$ cat src/rtl/uart_tx_hold_pkg.sv
package uart_tx_hold_pkg;

  // tick source select codes
  localparam logic [1:0] SEL_BUS  = 2'b00;
  localparam logic [1:0] SEL_EXT1 = 2'b01;

  // control-to-datapath strobes
  typedef struct packed {
    logic captureHold;  // load holding register from write port
    logic startFrame;   // move holding register into shifter, emit start bit
    logic advance;      // shift out next bit on this tick
  } txStrobe_t;

endpackage

$ cat src/rtl/uart_tx_hold_dp.sv
module uart_tx_hold_dp
  import uart_tx_hold_pkg::*;
#(
  parameter int DATA_W  = 8,
  parameter int EXT_DIV = 16
) (
  input  logic              clk,
  input  logic              rstN,
  input  logic              busTick,
  input  logic              extTick,
  input  logic [1:0]        clkSel,
  input  logic              parityEn,
  input  logic              parityOdd,
  input  logic [DATA_W-1:0] wrData,
  input  txStrobe_t         strobe,
  output logic              bitTick,
  output logic              lastBit,
  output logic              txd
);

  localparam int DIV_W   = (EXT_DIV > 1) ? $clog2(EXT_DIV) : 1;
  localparam int FRAME_W = DATA_W + 2;
  localparam int REM_W   = $clog2(FRAME_W + 1);

  logic [DIV_W-1:0]   divCnt;
  logic [DATA_W-1:0]  holdData;
  logic [FRAME_W-1:0] frameBits;
  logic [REM_W-1:0]   remaining;
  logic               txdReg;
  logic               parBit;

  // external tick divider
  always_ff @(posedge clk) begin
    if (!rstN) begin
      divCnt <= '0;
    end else if (extTick) begin
      divCnt <= (divCnt == DIV_W'(EXT_DIV - 1)) ? '0 : divCnt + 1'b1;
    end
  end

  always_comb begin
    case (clkSel)
      SEL_BUS:  bitTick = busTick;
      SEL_EXT1: bitTick = extTick;
      default:  bitTick = extTick && (divCnt == DIV_W'(EXT_DIV - 1));
    endcase
  end

  always_ff @(posedge clk) begin
    if (!rstN) begin
      holdData <= '0;
    end else if (strobe.captureHold) begin
      holdData <= wrData;
    end
  end

  assign parBit = (^holdData) ^ parityOdd;

  // shifter: start bit goes straight to the line, the rest waits in frameBits
  always_ff @(posedge clk) begin
    if (!rstN) begin
      frameBits <= '1;
      remaining <= '0;
      txdReg    <= 1'b1;
    end else if (strobe.startFrame) begin
      frameBits <= {1'b1, (parityEn ? parBit : 1'b1), holdData};
      remaining <= parityEn ? REM_W'(DATA_W + 2) : REM_W'(DATA_W + 1);
      txdReg    <= 1'b0;
    end else if (strobe.advance) begin
      if (remaining == '0) begin
        txdReg <= 1'b1;
      end else begin
        txdReg    <= frameBits[0];
        frameBits <= {1'b1, frameBits[FRAME_W-1:1]};
        remaining <= remaining - 1'b1;
      end
    end
  end

  assign lastBit = (remaining == '0);
  assign txd     = txdReg;

  // a hand-off puts the start bit on the line
  assert_start_low_R4: assert property (@(posedge clk) disable iff (!rstN)
    strobe.startFrame |=> !txd);

  // the tick ending the stop bit leaves the line high
  assert_stop_high_R5: assert property (@(posedge clk) disable iff (!rstN)
    (strobe.advance && lastBit) |=> txd);

endmodule

$ cat src/rtl/uart_tx_hold_ctrl.sv
module uart_tx_hold_ctrl
  import uart_tx_hold_pkg::*;
(
  input  logic      clk,
  input  logic      rstN,
  input  logic      enCmd,
  input  logic      disCmd,
  input  logic      wrEn,
  input  logic      bitTick,
  input  logic      lastBit,
  output txStrobe_t strobe,
  output logic      txRdy,
  output logic      txEmpty
);

  logic enabled;
  logic holdValid;
  logic busy;
  logic wrAcc;
  logic canLoad;
  logic frameEnd;

  assign wrAcc    = wrEn && enabled && !disCmd;
  assign frameEnd = bitTick && busy && lastBit;
  assign canLoad  = bitTick && enabled && !disCmd && holdValid && (!busy || lastBit);

  always_comb begin
    strobe.captureHold = wrAcc;
    strobe.startFrame  = canLoad;
    strobe.advance     = bitTick && busy && !canLoad;
  end

  always_ff @(posedge clk) begin
    if (!rstN) begin
      enabled   <= 1'b0;
      holdValid <= 1'b0;
      busy      <= 1'b0;
      txRdy     <= 1'b0;
      txEmpty   <= 1'b0;
    end else begin
      if (canLoad)       busy <= 1'b1;
      else if (frameEnd) busy <= 1'b0;

      if (disCmd) begin
        enabled   <= 1'b0;
        holdValid <= 1'b0;
        txRdy     <= 1'b0;
        txEmpty   <= 1'b0;
      end else if (enCmd && !enabled) begin
        enabled <= 1'b1;
        txRdy   <= 1'b1;
        txEmpty <= !busy || frameEnd;
      end else if (wrAcc) begin
        holdValid <= 1'b1;
        txRdy     <= 1'b0;
        txEmpty   <= 1'b0;
      end else if (canLoad) begin
        holdValid <= 1'b0;
        txRdy     <= 1'b1;
        txEmpty   <= 1'b0;
      end else if (frameEnd && enabled) begin
        txEmpty <= 1'b1;
      end
    end
  end

  // both flags stay low while disabled
  assert_flags_low_disabled_R8: assert property (@(posedge clk) disable iff (!rstN)
    !enabled |-> (!txRdy && !txEmpty));

  // empty never coexists with a character in the holding register or shifter
  assert_empty_means_drained_R7: assert property (@(posedge clk) disable iff (!rstN)
    txEmpty |-> (!busy && !holdValid));

  // an accepted write drops ready next cycle
  assert_write_clears_ready_R3: assert property (@(posedge clk) disable iff (!rstN)
    strobe.captureHold |=> !txRdy);

  // the hand-off raises ready unless a write lands in the same cycle
  assert_handoff_sets_ready_R4: assert property (@(posedge clk) disable iff (!rstN)
    (strobe.startFrame && !strobe.captureHold) |=> txRdy);

endmodule

$ cat src/rtl/uart_tx_hold.sv
module uart_tx_hold
  import uart_tx_hold_pkg::*;
#(
  parameter int DATA_W  = 8,
  parameter int EXT_DIV = 16
) (
  input  logic              clk,
  input  logic              rstN,
  input  logic              busTick,
  input  logic              extTick,
  input  logic [1:0]        clkSel,
  input  logic              parityEn,
  input  logic              parityOdd,
  input  logic              enCmd,
  input  logic              disCmd,
  input  logic              wrEn,
  input  logic [DATA_W-1:0] wrData,
  output logic              txd,
  output logic              txRdy,
  output logic              txEmpty
);

  txStrobe_t strobe;
  logic      bitTick;
  logic      lastBit;

  uart_tx_hold_ctrl u_ctrl (
    .clk     (clk),
    .rstN    (rstN),
    .enCmd   (enCmd),
    .disCmd  (disCmd),
    .wrEn    (wrEn),
    .bitTick (bitTick),
    .lastBit (lastBit),
    .strobe  (strobe),
    .txRdy   (txRdy),
    .txEmpty (txEmpty)
  );

  uart_tx_hold_dp #(
    .DATA_W  (DATA_W),
    .EXT_DIV (EXT_DIV)
  ) u_dp (
    .clk       (clk),
    .rstN      (rstN),
    .busTick   (busTick),
    .extTick   (extTick),
    .clkSel    (clkSel),
    .parityEn  (parityEn),
    .parityOdd (parityOdd),
    .wrData    (wrData),
    .strobe    (strobe),
    .bitTick   (bitTick),
    .lastBit   (lastBit),
    .txd       (txd)
  );

endmodule

$ cat config.mk
export PLATFORM = sky130hd
export DESIGN_NAME = uart_tx_hold
export DESIGN_NICKNAME = d
export VERILOG_FILES = /design/src/rtl/uart_tx_hold_pkg.sv /design/src/rtl/uart_tx_hold_dp.sv /design/src/rtl/uart_tx_hold_ctrl.sv /design/src/rtl/uart_tx_hold.sv
export SDC_FILE = /design/constraint.sdc
export NUM_CORES = 1
export LEC_CHECK = 0
export BUFFER_PORTS_ARGS = -buffer_cell sky130_fd_sc_hd__buf_2
export CORE_AREA = 10 10 77 79
export CTS_BUF_LIST = sky130_fd_sc_hd__clkbuf_2 sky130_fd_sc_hd__clkbuf_4 sky130_fd_sc_hd__clkbuf_8
export DETAILED_ROUTE_END_ITERATION = 12
export DIE_AREA = 0 0 87 89
export GPL_TIMING_DRIVEN = 0
export HOLD_SLACK_MARGIN = 0.08
export PLACE_DENSITY = 0.59
export RECOVER_POWER = 100
export SLEW_MARGIN = 10
export SYNTH_ARGS = -nofsm -noshare
export SYNTH_HDL_FRONTEND = slang
export SYNTH_SLANG_ARGS = --single-unit
$ cat constraint.sdc
create_clock -name clk -period 2.3 [get_ports clk]
set_input_delay 0.23 -clock clk [delete_from_list [all_inputs] [get_ports clk]]
set_output_delay 0.23 -clock clk [all_outputs]
set_load 0.03 [all_outputs]
==> metrics.txt <==
result of the run finished, final reports clean; fraction of the core area covered by cells at the end of the flow 0.3799; Worst setup EP type register; number of distinct library cells after synthesis 39; number of max-slew violations in the final report 0; Clock power frac 0.454; async set or reset register ratio after synthesis 0; Final period util 0.9090; clock root buffer sky130_fd_sc_hd__clkbuf_8; final non-filler cell area 1723 sq um; largest area contributor in the synthesized netlist sky130_fd_sc_hd__dfxtp_1; die outline area 7743 sq um; portion of total power attributed to combinational logic 0.068; cell types occupying the most area after synthesis sky130_fd_sc_hd__dfxtp_1 (43%), sky130_fd_sc_hd__mux2i_1 (6.9%), sky130_fd_sc_hd__nor2_1 (5.7%), sky130_fd_sc_hd__xnor2_1 (4.8%), sky130_fd_sc_hd__o21ai_0 (3.4%); Critical Path Fanout Max 10; P&R area growth vs syn 18.40%; DR DRC count 0; # IOs 22; Placeable Area between 4000 and 5000 sq um; fmax roughly 480 MHz; classification of the worst setup path register to register; number of nets with antenna violations after routing 0; count of warnings emitted by yosys 0; total number of vias 1163; count of buffers inserted at the top-level ports 20; Worst Clk Skew 0.007578 ns; share of total power in sequential cells 0.479; total number of placement rows 25; total congestion overflow after global routing 0; startpoint kind of the worst setup timing path register; all-layer global routing usage 0.08710; Pwr per Cell Area about 670 nW/um^2; leakage 0.7263 nW; number of standard cells after synthesis roughly 160; Inserted Clock Buffers 5; register bit count reported by yosys 31; number of nets at the end of the flow between 200 and 250; number of buffers inserted by post-CTS setup repair 0; number of sinks driven by the clock tree 31; internal power slightly above 0.9 mW; arrival time reported for the critical path endpoint about 2.3 ns; drt first pass iters 4; die extent in x roughly 87 microns; hold-fix buffers at CTS 0; H-tree depth reported by CTS 2; net count after synthesis between 150 and 200; shortest period the worst path allows between 2 and 2.5 ns; Worst Tran Pin Value between 0.6 and 0.7 ns; Net Sw Frac 0.2117; Hold Path Class input pin to register; RSZ-0062 raised after global routing false; fraction of final layout cells sized beyond drive strength 1 0.1784; Post-Place Setup Slack between 0.15 and 0.2 ns; effective utilization at floorplan 0.3208; number of non-filler instances in the completed layout 239; worst hold slack after final layout about 0.16 ns; Max-slew headroom 0.5832; maximum ir drop on the vdd rail around 0.36 mV; DRC marker count from the first detailed-route iteration 65; post-detailed-placement half-perimeter wirelength ~2.3 mm; endpoints failing hold 0; wire length of the first global-routing pass ~5.4 mm; post-route total power 1.154 mW; buffer depth of the longest clock path 2; max-capacitance violation count 0; Die Y-Extent slightly below 90 microns; Filler Cells Inserted 453; worst setup slack after layout about 0.21 ns; detailed-route wire length per cell ~13 microns; clock slew at the register clock pins of the worst setup and hold paths 0.07 ns; vias in the first global route around 1200; share of the synthesized area in the top cell type 0.4265; routability congestion estimate from global placement 0.7408; CTS tree done; number of antenna repair diodes 0; Post-synth EDFFs 0; flip-flop cell with the highest count after synthesis sky130_fd_sc_hd__dfxtp_1; mean area per synthesized cell just over 9 sq um; sequential cell area fraction in the yosys report 0.4265; area of the mapped netlist around 1500 sq um; antenna violations before repair 0; DRT Wirelength 3.105 mm; Fin Setup TNS 0 ns; switching power of the nets 0.2442 mW; pin count of the biggest net entering global routing 11; total cell area at the placement stage about 1600 sq um; number of cells after detailed placement 232; ratio of routed vias to standard cells around 4.9; number of failing setup endpoints in the final timing report 0; required time worst endpoint between 2 and 2.5 ns; clock latency at the later pin of the worst-skew pair approximately 0.28 ns
==> critical path: stages, from the launching register on <==
cell,delay (ns)
sky130_fd_sc_hd__dfxtp_1,0.33
sky130_fd_sc_hd__inv_1,0.08
sky130_fd_sc_hd__ha_1,0.13
sky130_fd_sc_hd__or3b_1,0.43
sky130_fd_sc_hd__and2_0,0.20
sky130_fd_sc_hd__buf_6,0.13
sky130_fd_sc_hd__o21a_1,0.20
sky130_fd_sc_hd__buf_2,0.19
sky130_fd_sc_hd__o32ai_4,0.22
sky130_fd_sc_hd__o21ai_2,0.07
==> area by class of cell <==
class | instances | area, sq um | area share
tap | 54 | 67.56 | 0.03922
buffer | 7 | 37.54 | 0.02179
sequential | 31 | 620.6 | 0.3602
clock inverter | 1 | 30.03 | 0.01743
inverter | 5 | 18.77 | 0.01089
multi-input combinational | 115 | 775.7 | 0.4503
clock buffer | 6 | 76.32 | 0.04430
timing repair buffer | 20 | 96.34 | 0.05592
==> placed cells by master (no fill, tap or decap), types with 4 or more instances in the layout <==
cell type	count
sky130_fd_sc_hd__dfxtp_1	31
sky130_fd_sc_hd__nor2_1	22
sky130_fd_sc_hd__buf_2	20
sky130_fd_sc_hd__mux2i_1	10
sky130_fd_sc_hd__o21ai_0	10
sky130_fd_sc_hd__a21oi_1	9
sky130_fd_sc_hd__nand2_1	8
sky130_fd_sc_hd__xnor2_1	8
sky130_fd_sc_hd__o22ai_1	8
sky130_fd_sc_hd__clkbuf_1	6
sky130_fd_sc_hd__inv_1	5
sky130_fd_sc_hd__nand3_1	5
sky130_fd_sc_hd__clkbuf_8	5
sky130_fd_sc_hd__nor2b_1	4
==> cells by family (layout without fill, tap and decap cells) <==
logic type	Yosys count	after routing	synth area share
compound gates	36	36	0.1660
xor+xnor	11	11	0.06621
fa+ha+maj	3	3	0.02580
buf+inv	12	39	0.04299
flops	31	31	0.4265
mux	12	12	0.08598
simple gates	53	53	0.1866
==> per-layer routing <==
layer / global-route usage / up-vias / wire length (microns) / share of wire
met2: 0.1286 / 38 / 1372 / 0.44
li1: - / 608 / - / -
met5: 0 / - / 0 / 0
met1: 0.1057 / 515 / 1495 / 0.48
met4: 0.04860 / 0 / 46 / 0.015
met3: 0.03373 / 2 / 190 / 0.061
==> flip-flops by register name, summed over array words and instances (netlist names) <==
register and count:
u_dp.remaining 4, u_dp.txd 1, u_ctrl.enabled 1, u_ctrl.busy 1, u_ctrl.holdValid 1, u_dp.holdData 8, u_dp.divCnt 4, u_ctrl.txEmpty 1
u_dp.frameBits 9, u_ctrl.txRdy 1
==> power by group through the flow <==
stage | clock network (mW) | registers [mW] | logic (mW)
after floorplan | 0 | 0.565 | 0.0465
after global placement | 0 | 0.564 | 0.0779
after detailed placement | 0 | 0.564 | 0.0780
after CTS | 0.540 | 0.552 | 0.0782
after global routing | 0.563 | 0.553 | 0.0875
final | 0.523 | 0.552 | 0.0784
==> cell usage after synthesis, types with 2 or more instances <==
master,n
sky130_fd_sc_hd__nand3_1,5
sky130_fd_sc_hd__nor2_1,22
sky130_fd_sc_hd__o21ai_0,10
sky130_fd_sc_hd__ha_1,3
sky130_fd_sc_hd__o22ai_1,8
sky130_fd_sc_hd__o21a_1,2
sky130_fd_sc_hd__a21oi_1,9
sky130_fd_sc_hd__nor2b_1,4
sky130_fd_sc_hd__xor2_1,3
sky130_fd_sc_hd__nand2b_1,2
sky130_fd_sc_hd__nor3_1,2
sky130_fd_sc_hd__clkbuf_1,2
sky130_fd_sc_hd__inv_1,5
sky130_fd_sc_hd__buf_6,2
sky130_fd_sc_hd__dfxtp_1,31
sky130_fd_sc_hd__mux2i_1,10
sky130_fd_sc_hd__nand2_1,8
sky130_fd_sc_hd__xnor2_1,8
sky130_fd_sc_hd__buf_2,2
==> path summary, 6_finish.rpt <==
kind | startpoint | end | slack [ns] | cells after the start
setup / recovery | u_dp.remaining[0] | u_dp.frameBits[8] | 0.21 | 9
setup reg to reg | u_dp.remaining[0] | u_dp.frameBits[8] | 0.21 | 9
hold / removal | enCmd | u_ctrl.enabled | 0.16 | 3
hold reg to reg | u_ctrl.holdValid | u_ctrl.holdValid | 0.45 | 2
==> timing repair <==
action,4_1_cts,5_1_grt
endpoints found under the hold margin,0,0
gates resized for setup,0,1
setup endpoints to repair,0,11
No activity file was read; power rests on OpenSTA's default activity.
